`src/rtl/mfe_pkg.sv`:
```
`timescale 1ns/1ps
package mfe_pkg;
  localparam int SYNC_BITS = 3;
  typedef enum logic {SYNC_DATA = 1'b0, SYNC_CMD = 1'b1} sync_kind_e;
endpackage

```
`src/rtl/mfe_phase.sv`:
```
`timescale 1ns/1ps
module mfe_phase (
  input  logic clk,
  input  logic mrst,
  output logic ph
);
  always_ff @(posedge clk) begin
    if (mrst) ph <= 1'b0;
    else      ph <= ~ph;
  end


  ph_toggle_chk: assert property (@(posedge clk) disable iff (mrst)
    1'b1 |=> ph != $past(ph));
endmodule

```
`src/rtl/mfe_seq.sv`:
```
`timescale 1ns/1ps
module mfe_seq import mfe_pkg::*; #(
  parameter int LEN_W = 5,
  parameter int K_MIN = 2,
  parameter int K_MAX = 28,
  parameter int CNT_W = 5
) (
  input  logic             clk,
  input  logic             mrst,
  input  logic             ph,
  input  logic             en,
  input  logic [LEN_W-1:0] len,
  input  logic             cmd_sel,
  input  logic             odd_sel,
  output logic             active,
  output logic [CNT_W-1:0] bitcnt,
  output logic [LEN_W-1:0] k_lat,
  output sync_kind_e       kind_lat,
  output logic             odd_lat
);
  localparam logic [LEN_W-1:0] LEN_LO = LEN_W'(K_MIN);
  localparam logic [LEN_W-1:0] LEN_HI = LEN_W'(K_MAX);

  logic             len_ok, at_last, begin_frame;
  logic [CNT_W-1:0] last_idx;

  assign len_ok      = (len >= LEN_LO) && (len <= LEN_HI);
  assign last_idx    = CNT_W'(k_lat) + CNT_W'(SYNC_BITS);
  assign at_last     = active && (bitcnt == last_idx);
  assign begin_frame = ph && (!active || at_last) && en && len_ok;

  always_ff @(posedge clk) begin
    if (mrst) begin
      active   <= 1'b0;
      bitcnt   <= '0;
      k_lat    <= '0;
      kind_lat <= SYNC_DATA;
      odd_lat  <= 1'b0;
    end else if (ph) begin
      if (begin_frame) begin
        active   <= 1'b1;
        bitcnt   <= '0;
        k_lat    <= len;
        kind_lat <= cmd_sel ? SYNC_CMD : SYNC_DATA;
        odd_lat  <= odd_sel;
      end else if (at_last) begin
        active <= 1'b0;
      end else if (active) begin
        bitcnt <= bitcnt + 1'b1;
      end
    end
  end


  start_align_chk: assert property (@(posedge clk) disable iff (mrst)
    $rose(active) |-> $past(ph));

  frame_len_chk: assert property (@(posedge clk) disable iff (mrst)
    active |-> bitcnt <= last_idx);

  cfg_hold_chk: assert property (@(posedge clk) disable iff (mrst)
    (active && bitcnt != '0) |-> ($stable(k_lat) && $stable(kind_lat) && $stable(odd_lat)));
endmodule

```
`src/rtl/mfe_shift.sv`:
```
`timescale 1ns/1ps
module mfe_shift import mfe_pkg::*; #(
  parameter int LEN_W = 5,
  parameter int CNT_W = 5
) (
  input  logic             clk,
  input  logic             mrst,
  input  logic             ph,
  input  logic             active,
  input  logic [CNT_W-1:0] bitcnt,
  input  logic [LEN_W-1:0] k_lat,
  input  logic             odd_lat,
  input  logic             sdi,
  output logic             bit_ready,
  output logic             cur_bit
);
  localparam logic [CNT_W-1:0] REQ_FIRST = CNT_W'(SYNC_BITS - 1);

  logic [CNT_W-1:0] req_last, par_idx;
  logic             hold, acc;

  assign req_last  = CNT_W'(k_lat) + CNT_W'(SYNC_BITS - 2);
  assign par_idx   = CNT_W'(k_lat) + CNT_W'(SYNC_BITS - 1);
  assign bit_ready = active && (bitcnt >= REQ_FIRST) && (bitcnt <= req_last);

  always_ff @(posedge clk) begin
    if (mrst) begin
      hold    <= 1'b0;
      acc     <= 1'b0;
      cur_bit <= 1'b0;
    end else if (!ph) begin
      if (bit_ready) begin
        hold <= sdi;
        acc  <= (bitcnt == REQ_FIRST) ? sdi : (acc ^ sdi);
      end
    end else if (active) begin
      if (bit_ready)              cur_bit <= hold;
      else if (bitcnt == par_idx) cur_bit <= acc ^ odd_lat;
    end
  end


  ready_span_chk: assert property (@(posedge clk) disable iff (mrst)
    (bit_ready && !ph) |=> bit_ready);
endmodule

```
`src/rtl/mfe_line.sv`:
```
`timescale 1ns/1ps
module mfe_line import mfe_pkg::*; #(
  parameter int CNT_W = 5
) (
  input  logic             clk,
  input  logic             mrst,
  input  logic             ph,
  input  logic             active,
  input  logic [CNT_W-1:0] bitcnt,
  input  sync_kind_e       kind_lat,
  input  logic             cur_bit,
  input  logic             inh_n,
  output logic             pos_n,
  output logic             neg_n
);
  localparam logic [CNT_W-1:0] SYNC_END = CNT_W'(SYNC_BITS);

  logic [2:0] half_idx;
  logic       in_sync, sync_first, level_pos, drive;

  assign in_sync    = bitcnt < SYNC_END;
  assign half_idx   = {bitcnt[1:0], ph};
  assign sync_first = half_idx < 3'd3;

  always_comb begin
    if (in_sync) level_pos = (kind_lat == SYNC_CMD) ? sync_first : !sync_first;
    else         level_pos = cur_bit ^ ph;
  end

  assign drive = active && inh_n;
  assign pos_n = !(drive && level_pos);
  assign neg_n = !(drive && !level_pos);


  no_short_chk: assert property (@(posedge clk) disable iff (mrst)
    !(!pos_n && !neg_n));

  idle_high_chk: assert property (@(posedge clk) disable iff (mrst)
    !active |-> (pos_n && neg_n));

  mid_bit_chk: assert property (@(posedge clk) disable iff (mrst)
    (active && $past(active) && inh_n && $past(inh_n) && !in_sync && ph) |-> (pos_n == $past(neg_n)));
endmodule

```
`src/rtl/manchester_frame_enc.sv`:
```
`timescale 1ns/1ps
module manchester_frame_enc import mfe_pkg::*; #(
  parameter int LEN_W = 5,
  parameter int K_MIN = 2,
  parameter int K_MAX = 28
) (
  input  logic             clk,
  input  logic             mrst,
  input  logic             enc_en,
  input  logic             sync_cmd,
  input  logic             par_odd,
  input  logic [LEN_W-1:0] word_len,
  input  logic             line_inh_n,
  input  logic             bit_data,
  output logic             bit_ready,
  output logic             shift_clk,
  output logic             line_pos_n,
  output logic             line_neg_n
);
  localparam int CNT_W = $clog2(K_MAX + SYNC_BITS + 1);

  logic             ph, active, odd_lat, cur_bit;
  logic [CNT_W-1:0] bitcnt;
  logic [LEN_W-1:0] k_lat;
  sync_kind_e       kind_lat;

  mfe_phase u_phase (.clk(clk), .mrst(mrst), .ph(ph));

  mfe_seq #(.LEN_W(LEN_W), .K_MIN(K_MIN), .K_MAX(K_MAX), .CNT_W(CNT_W)) u_seq (
    .clk(clk), .mrst(mrst), .ph(ph), .en(enc_en), .len(word_len),
    .cmd_sel(sync_cmd), .odd_sel(par_odd), .active(active), .bitcnt(bitcnt),
    .k_lat(k_lat), .kind_lat(kind_lat), .odd_lat(odd_lat));

  mfe_shift #(.LEN_W(LEN_W), .CNT_W(CNT_W)) u_shift (
    .clk(clk), .mrst(mrst), .ph(ph), .active(active), .bitcnt(bitcnt),
    .k_lat(k_lat), .odd_lat(odd_lat), .sdi(bit_data),
    .bit_ready(bit_ready), .cur_bit(cur_bit));

  mfe_line #(.CNT_W(CNT_W)) u_line (
    .clk(clk), .mrst(mrst), .ph(ph), .active(active), .bitcnt(bitcnt),
    .kind_lat(kind_lat), .cur_bit(cur_bit), .inh_n(line_inh_n),
    .pos_n(line_pos_n), .neg_n(line_neg_n));

  assign shift_clk = ph;


  reset_idle_chk: assert property (@(posedge clk)
    $past(mrst) |-> (line_pos_n && line_neg_n && !bit_ready && !shift_clk));
endmodule

```
`config.mk`:
```
export PLATFORM = sky130hd
export DESIGN_NAME = manchester_frame_enc
export DESIGN_NICKNAME = d
export VERILOG_FILES = /design/src/rtl/mfe_pkg.sv /design/src/rtl/mfe_phase.sv /design/src/rtl/mfe_seq.sv /design/src/rtl/mfe_shift.sv /design/src/rtl/mfe_line.sv /design/src/rtl/manchester_frame_enc.sv
export SDC_FILE = /design/constraint.sdc
export NUM_CORES = 1
export LEC_CHECK = 0
export BUFFER_PORTS_ARGS = -buffer_cell sky130_fd_sc_hd__buf_2
export CAP_MARGIN = 20
export CORE_MARGIN = 2
export CORE_UTILIZATION = 30
export CTS_CLUSTER_DIAMETER = 80
export DETAILED_ROUTE_END_ITERATION = 12
export GPL_ROUTABILITY_DRIVEN = 0
export PLACE_DENSITY = 0.51
export SLEW_MARGIN = 25
export SYNTH_ARGS = -nofsm -noshare
export SYNTH_HDL_FRONTEND = slang
export SYNTH_SLANG_ARGS = --single-unit
```
`constraint.sdc`:
```
create_clock -name clk -period 5.8 [get_ports clk]
set_input_delay 0.58 -clock clk [delete_from_list [all_inputs] [get_ports clk]]
set_output_delay 0.58 -clock clk [all_outputs]
set_load 0.01 [all_outputs]
```
Yosys cells after proc, flatten, opt, wreduce, memory -nomap -nowiden

Cells that the tools add are included.

Register bits after elaboration: 17
Input bits: 12
Output and inout bits: 4
Word-level logic and storage cells: 62

Add/subtract/negate cells: 4
Magnitude comparators: 6
Equality and inequality tests: 4
Muxes and demuxes: 11
Bitwise logic cells: 4
Reductions and logical operators: 24

Operators by type and width:

| cell                  | number |
|---|---|
| $mux W5               | 3 |
| $add A5 B1 Y5 const B | 2 |
| $add A5 B2 Y5 const B | 2 |
| $eq A5 B5 Y1          | 2 |
| $ge A5 B2 Y1 const B  | 2 |
| $logic_and A1 B1 Y1   | 10 |
| $mux W1               | 8 |
| $reduce_and A2 Y1     | 3 |
| $reduce_and A3 Y1     | 2 |
| $reduce_bool A2 Y1    | 3 |
| $eq A5 B2 Y1 const B  | 1 |
| $le A5 B5 Y1          | 1 |
| $le A5 B5 Y1 const B  | 1 |
| $logic_not A1 Y1      | 5 |
| $lt A5 B2 Y1 const B  | 1 |
| $lt A3 B2 Y1 const B  | 1 |
| $xor A1 B1 Y1         | 3 |
| $ne A2 B2 Y1 const B  | 1 |
| $logic_or A1 B1 Y1    | 1 |
| $not A1 Y1            | 1 |

Longest topological paths before layout

Word-level depth: 9
Depth in mapped cells: 9
Depth with buffers taken out: 9

By module

From an unflattened synthesis, not the netlist that was laid out.

Cells, all modules: 147
Area total of the unflattened synthesis: 1278.7 um^2

Modules (own cells, without submodules):

| module    | instances | cells each | area each (um^2) | sequential area each (um^2) |
|---|---|---|---|---|
| mfe_seq   | 1         | 84         | 750.7            | 260.2 |
| mfe_shift | 1         | 52         | 441.7            | 60.1 |
| mfe_line  | 1         | 9          | 62.6             | 0.0 |
| mfe_phase | 1         | 2          | 23.8             | 20.0 |

Worst setup path after synthesis

Ideal clock, no wire load.

Path kind: register to output
Start point: reg u_seq.k_lat[2]
End point: out bit_ready
Data arrival time: 1.938 ns
Required time: 5.220 ns
Slack: 3.282 ns
Stages on the path, launching flop included: 10
Buffers on the path: 0
Cells stage by stage: dfxtp_1 > ha_1 > nand2_1 > xor2_1 > ha_1 > and3_1 > and3_1 > a31oi_1 > or2_1 > inv_1

Word-level cells in the longest chain between the ends: 3

Ends and longest elaborated chain:

| item                   | line                       | text |
|---|---|---|
| from (decl)            | mfe_seq.sv:17              | `output logic [LEN_W-1:0] k_lat,` |
| from (signal assigned) | mfe_seq.sv:43              | `k_lat <= len;` |
| $add A5 B1 Y5          | mfe_shift.sv:22            | `assign req_last = CNT_W'(k_lat) + CNT_W'(SYNC_BITS - 2);` |
| $le A5 B5 Y1           | mfe_shift.sv:24            | `assign bit_ready = active && (bitcnt >= REQ_FIRST) && (bitcnt <= req_last);` |
| $logic_and A1 B1 Y1    | mfe_shift.sv:24            |  |
| to (decl)              | manchester_frame_enc.sv:15 | `output logic bit_ready,` |

Every way passes these cells.

Worst setup path after layout

Same ends and word-level chain as after synthesis.

==> flow_summary.html <==
<table>
<tr><th>Metric</th><th>Value</th></tr>
<tr><th colspan="2">Clocking</th></tr>
<tr><td>Clock latency on the worst-skew pair</td><td>approximately 0.25 ns</td></tr>
<tr><td>Setup fix buffers added after clock tree synthesis</td><td>0</td></tr>
<tr><td>Cells resized by post-CTS repair</td><td>0</td></tr>
<tr><td>Number of buffers on the longest clock path</td><td>2</td></tr>
<tr><td>CTS tree</td><td>done</td></tr>
<tr><td>Clock sink total</td><td>17</td></tr>
<tr><td>Buffer cell driving the clock tree root</td><td>sky130_fd_sc_hd__clkbuf_8</td></tr>
<tr><td>Reg clk slew, reported paths</td><td>0.07 ns</td></tr>
<tr><td>Htree depth</td><td>1</td></tr>
<tr><td>Number of CTS-inserted buffers</td><td>3</td></tr>
<tr><td>Hold-fix buffers, CTS</td><td>0</td></tr>
<tr><th colspan="2">Timing</th></tr>
<tr><td>Tightest hold margin</td><td>roughly 0.47 ns</td></tr>
<tr><td>Time the worst path needs with I/O delays and setup</td><td>~3.2 ns</td></tr>
<tr><td>Setup repair after global routing missed its margin</td><td>no</td></tr>
<tr><td>Final critical-path share of the clock period</td><td>a little over half</td></tr>
<tr><td>Relative slew margins</td><td>62.7%</td></tr>
<tr><td>Final Hold Fails</td><td>0</td></tr>
<tr><td>Final clock skew</td><td>approximately 0.0022 ns</td></tr>
<tr><td>Total setup violations reported at the end of the flow</td><td>0</td></tr>
<tr><td>Timing-limited maximum frequency</td><td>0.317 GHz</td></tr>
<tr><td>Slew @ Worst Pin</td><td>roughly 0.55 ns</td></tr>
<tr><td>Count of pins over their slew limit</td><td>0</td></tr>
<tr><td>Setup Total Neg Slack</td><td>0 ns</td></tr>
<tr><th colspan="2">Drt</th></tr>
<tr><td>Initial drt markers</td><td>53</td></tr>
<tr><td>Residual DRC</td><td>0</td></tr>
<tr><td>Mean number of vias per cell</td><td>about 5.4</td></tr>
<tr><td>Detailed-route via count</td><td>approximately 1200</td></tr>
<tr><td>First-pass DRT Iterations</td><td>4</td></tr>
<tr><td>Overall routed net length</td><td>3.35 mm</td></tr>
<tr><td>Residual antenna-violating net count after detailed routing</td><td>0</td></tr>
<tr><td>Average routed wire per standard cell</td><td>roughly 15 um</td></tr>
<tr><th colspan="2">Setup path</th></tr>
<tr><td>Max Fanout on Critical Path</td><td>8</td></tr>
<tr><td>Length in cells of the worst reg-to-reg path</td><td>9</td></tr>
<tr><td>Top Family by Delay on Critical Path</td><td>simple AND/OR/NAND/NOR gates</td></tr>
<tr><td>Critical path data required time</td><td>between 5 and 6 ns</td></tr>
<tr><td>Slowest CP cell</td><td>sky130_fd_sc_hd__dfxtp_1</td></tr>
<tr><td>Depth of the critical timing path with buffers and inverters included</td><td>10</td></tr>
<tr><td>WS Path Type</td><td>reg2out</td></tr>
<tr><td>Cell-by-cell trace of the critical path</td><td>ha_1 -&gt; nand2_1 -&gt; xor2_1 -&gt; ha_1 -&gt; and3_1 -&gt; and3_1 -&gt; a31oi_1 -&gt; or2_1 -&gt; inv_1 -&gt; buf_2</td></tr>
<tr><td>Worst setup EP type</td><td>output pin</td></tr>
<tr><td>Arrival time of data at the critical path endpoint</td><td>approximately 2.6 ns</td></tr>
<tr><td>Count of buffer and inverter cells on the critical path</td><td>2</td></tr>
<tr><td>Delay of the slowest cell on the worst path</td><td>~0.47 ns</td></tr>
<tr><td>Critical Path Source Type</td><td>register</td></tr>
<tr><th colspan="2">Min path</th></tr>
<tr><td>Class of the most critical hold timing path</td><td>reg2reg</td></tr>
<tr><td>Cell count of the worst hold path</td><td>2</td></tr>
<tr><th colspan="2">Power</th></tr>
<tr><td>Leakage Power</td><td>0.556 nW</td></tr>
<tr><td>P_int</td><td>0.000184 W</td></tr>
<tr><td>Worst voltage drop across the vdd grid</td><td>~0.00010 V</td></tr>
<tr><td>Fraction of power consumed by the clock network</td><td>between 30% and 40%</td></tr>
<tr><td>Power Density</td><td>about 170 mW/mm2</td></tr>
<tr><td>Net switching power figure</td><td>0.0000708 W</td></tr>
<tr><td>Sequential group share of total power</td><td>between 50% and 60%</td></tr>
<tr><td>Switch share</td><td>between 20% and 30%</td></tr>
<tr><td>Portion of total power attributed to combinational logic</td><td>around 15%</td></tr>
<tr><th colspan="2">Finish</th></tr>
<tr><td>Count of fill cells added during filler insertion</td><td>approximately 480</td></tr>
<tr><td>Share of final-layout standard cells stronger than drive strength 1</td><td>roughly 15%</td></tr>
<tr><td>Area of combinational cells with multiple inputs</td><td>roughly 900 um2</td></tr>
<tr><td>Layout Area Growth over Synthesis</td><td>11.4%</td></tr>
<tr><td>Sequential standard cell area</td><td>approximately 340 um2</td></tr>
<tr><td>Final-stage net count</td><td>roughly 190</td></tr>
<tr><td>Diode insertion count for antenna repair</td><td>0</td></tr>
<tr><td>Post-route core utilization</td><td>34.4%</td></tr>
<tr><th colspan="2">Synth</th></tr>
<tr><td>Main area contributors after synthesis</td><td>sky130_fd_sc_hd__dfxtp_1 26%, sky130_fd_sc_hd__ha_1 11%, sky130_fd_sc_hd__nand2_1 6.2%</td></tr>
<tr><td>Library cell with the highest instance count after synthesis</td><td>sky130_fd_sc_hd__nand2_1</td></tr>
<tr><td>Synth Register Bits</td><td>17</td></tr>
<tr><td>Commonest cells in the netlist</td><td>22 x sky130_fd_sc_hd__nand2_1, 17 x sky130_fd_sc_hd__dfxtp_1, 12 x sky130_fd_sc_hd__ha_1, 9 x sky130_fd_sc_hd__a21oi_1, 9 x sky130_fd_sc_hd__inv_1</td></tr>
<tr><td>Number of warnings issued by yosys</td><td>0</td></tr>
<tr><td>Most used flip-flop cell after synthesis</td><td>sky130_fd_sc_hd__dfxtp_1</td></tr>
<tr><td>Biggest area consumer among synthesized cells</td><td>sky130_fd_sc_hd__dfxtp_1</td></tr>
<tr><td>Avg Synthesized Cell Area</td><td>approximately 8.4 um2</td></tr>
<tr><td>Number of enable flip-flop cells after synthesis</td><td>0</td></tr>
<tr><td>Post-synthesis instance area</td><td>0.00133 mm2</td></tr>
<tr><td>Sequential-to-total area share from yosys stat</td><td>25.5%</td></tr>
<tr><td>Proportion of netlist area held by the largest area contributor</td><td>between 20% and 30%</td></tr>
<tr><td>Post-Syn Instances</td><td>approximately 160</td></tr>
<tr><td>Total nets after synthesis</td><td>about 180</td></tr>
<tr><td>Unique masters post-synth</td><td>43</td></tr>
<tr><td>Share of async-settable or async-resettable flops after synthesis</td><td>0%</td></tr>
<tr><th colspan="2">Global route</th></tr>
<tr><td>Maximum number of pins on one net before global-route repair</td><td>18</td></tr>
<tr><td>Number of global-route vias before repair</td><td>1276</td></tr>
<tr><td>Antenna violations before repair</td><td>0</td></tr>
<tr><td>Overall track demand over capacity in global routing</td><td>about 15%</td></tr>
<tr><td>Global-route congestion overflow total</td><td>0</td></tr>
<tr><td>Global-route wire length before repair</td><td>5.94 mm</td></tr>
<tr><th colspan="2">Floorplan</th></tr>
<tr><td>Boundary Pins</td><td>16</td></tr>
<tr><td>Die boundary width</td><td>around 71 um</td></tr>
<tr><td>Core ar.</td><td>roughly 0.0043 mm2</td></tr>
<tr><td>Chip height</td><td>70.7 um</td></tr>
<tr><td>Std-Cell Rows</td><td>24</td></tr>
<tr><td>Initial Util</td><td>a little under a third</td></tr>
<tr><td>Total die area</td><td>0.00499 mm2</td></tr>
<tr><th colspan="2">Place</th></tr>
<tr><td>Port Buffer Count</td><td>15</td></tr>
<tr><td>DPL Wire Length</td><td>about 2.5 mm</td></tr>
<tr><th colspan="2">Job</th></tr>
<tr><td># Max-Cap Violations</td><td>0</td></tr>
<tr><th colspan="2">Run status</th></tr>
<tr><td>Result of the run</td><td>completed</td></tr>
</table>
power by group through the flow:
stage,clock network (W),registers [W],logic (W)
finish,0.0000903,0.000127,0.0000372
global route,0.000101,0.000128,0.0000429
CTS,0.0000953,0.000127,0.0000374
detailed placement,0,0.000130,0.0000371
global placement,0,0.000130,0.0000362
floorplan,0,0.000126,0.0000283
state kept, by name, indices dropped and copies added (netlist names):
| register | count |
|---|---|
| u_phase.ph | 1 |
| u_shift.cur_bit | 1 |
| u_seq.active | 1 |
| u_shift.acc | 1 |
| u_seq.odd_lat | 1 |
| u_seq.k_lat | 5 |
| u_seq.kind_lat | 1 |
| u_shift.hold | 1 |
| u_seq.bitcnt | 5 |
cells in the final DEF, fill, tap and decap left out, drive strengths merged, types with 2 or more instances in the layout:
| cell type | count |
|---|---|
| o2111ai | 4 |
| ha | 12 |
| xor2 | 4 |
| buf | 15 |
| a31oi | 2 |
| a21oi | 10 |
| xnor2 | 7 |
| inv | 10 |
| nor3 | 2 |
| mux2i | 8 |
| o211ai | 4 |
| nand2b | 3 |
| or3 | 3 |
| and3 | 3 |
| nand4 | 5 |
| o311ai | 2 |
| o31ai | 2 |
| dfxtp | 17 |
| nand2 | 22 |
| o21ai | 5 |
| clkbuf | 3 |
| or4 | 5 |
| nand3 | 7 |
through the flow:
stage               setup slack, ns  std cells  total power [W]  instance area [um2]
finish                         2.65        221         0.000255                 1490
global route                   2.42        221         0.000272                 1490
CTS                            2.67        221         0.000260                 1490
detailed placement             2.96        217         0.000167                 1440
global placement               3.05        217         0.000166                 1440
floorplan                      3.28        158         0.000154                 1330
metal layers:
layer  wire (um)  vias up  part of all wire (%)  GRT usage, %
li1            -      606                     -             -
met1        1590      556                    47          18.6
met2        1560       32                    47          25.5
met3         158        4                   4.7          2.99
met4          39        0                   1.2          3.56
met5           0        -                     0             0
final timing paths:
kind         slack [ns]                           end                         from
max                2.65                     bit_ready  u_seq.k_lat[2]$_SDFFE_PP0P_
min                0.47   u_seq.kind_lat$_SDFFE_PP0P_  u_seq.kind_lat$_SDFFE_PP0P_
max reg2reg        3.29  u_shift.cur_bit$_SDFFE_PP0P_  u_seq.k_lat[2]$_SDFFE_PP0P_
min reg2reg        0.47   u_seq.kind_lat$_SDFFE_PP0P_  u_seq.kind_lat$_SDFFE_PP0P_
area by class of cell:
class	count	area share, %
Inverter	10	2.53
Tap cell	52	4.38
Clock buffer	3	2.78
Clock inverter	1	0.337
Multi-Input combinational cell	123	62.0
Timing Repair Buffer	15	5.05
Sequential cell	17	22.9
logic make-up after synthesis:
logic type                 count (synthesis)  synth area share (%)
and+or+nand+nor                           54                  21.4
buffers and inverters                     18                  5.35
adders and majority gates                 12                  11.3
xor gates and xnor gates                  12                  9.57
AOI/OAI and AO/OA                         37                  20.9
muxes                                      8                  6.00
DFF                                       17                  25.5
worst register-to-register path, delay by kind of cell, from the launching register on:
kind / cells / cell delay (ns)
AOI/OAI and AO/OA: 3 / 0.79
xor gates and xnor gates: 1 / 0.15
adders and majority gates: 2 / 0.55
DFF: 1 / 0.47
and+or+nand+nor: 3 / 0.44
Note: power is estimated with default switching activity, not from simulation.
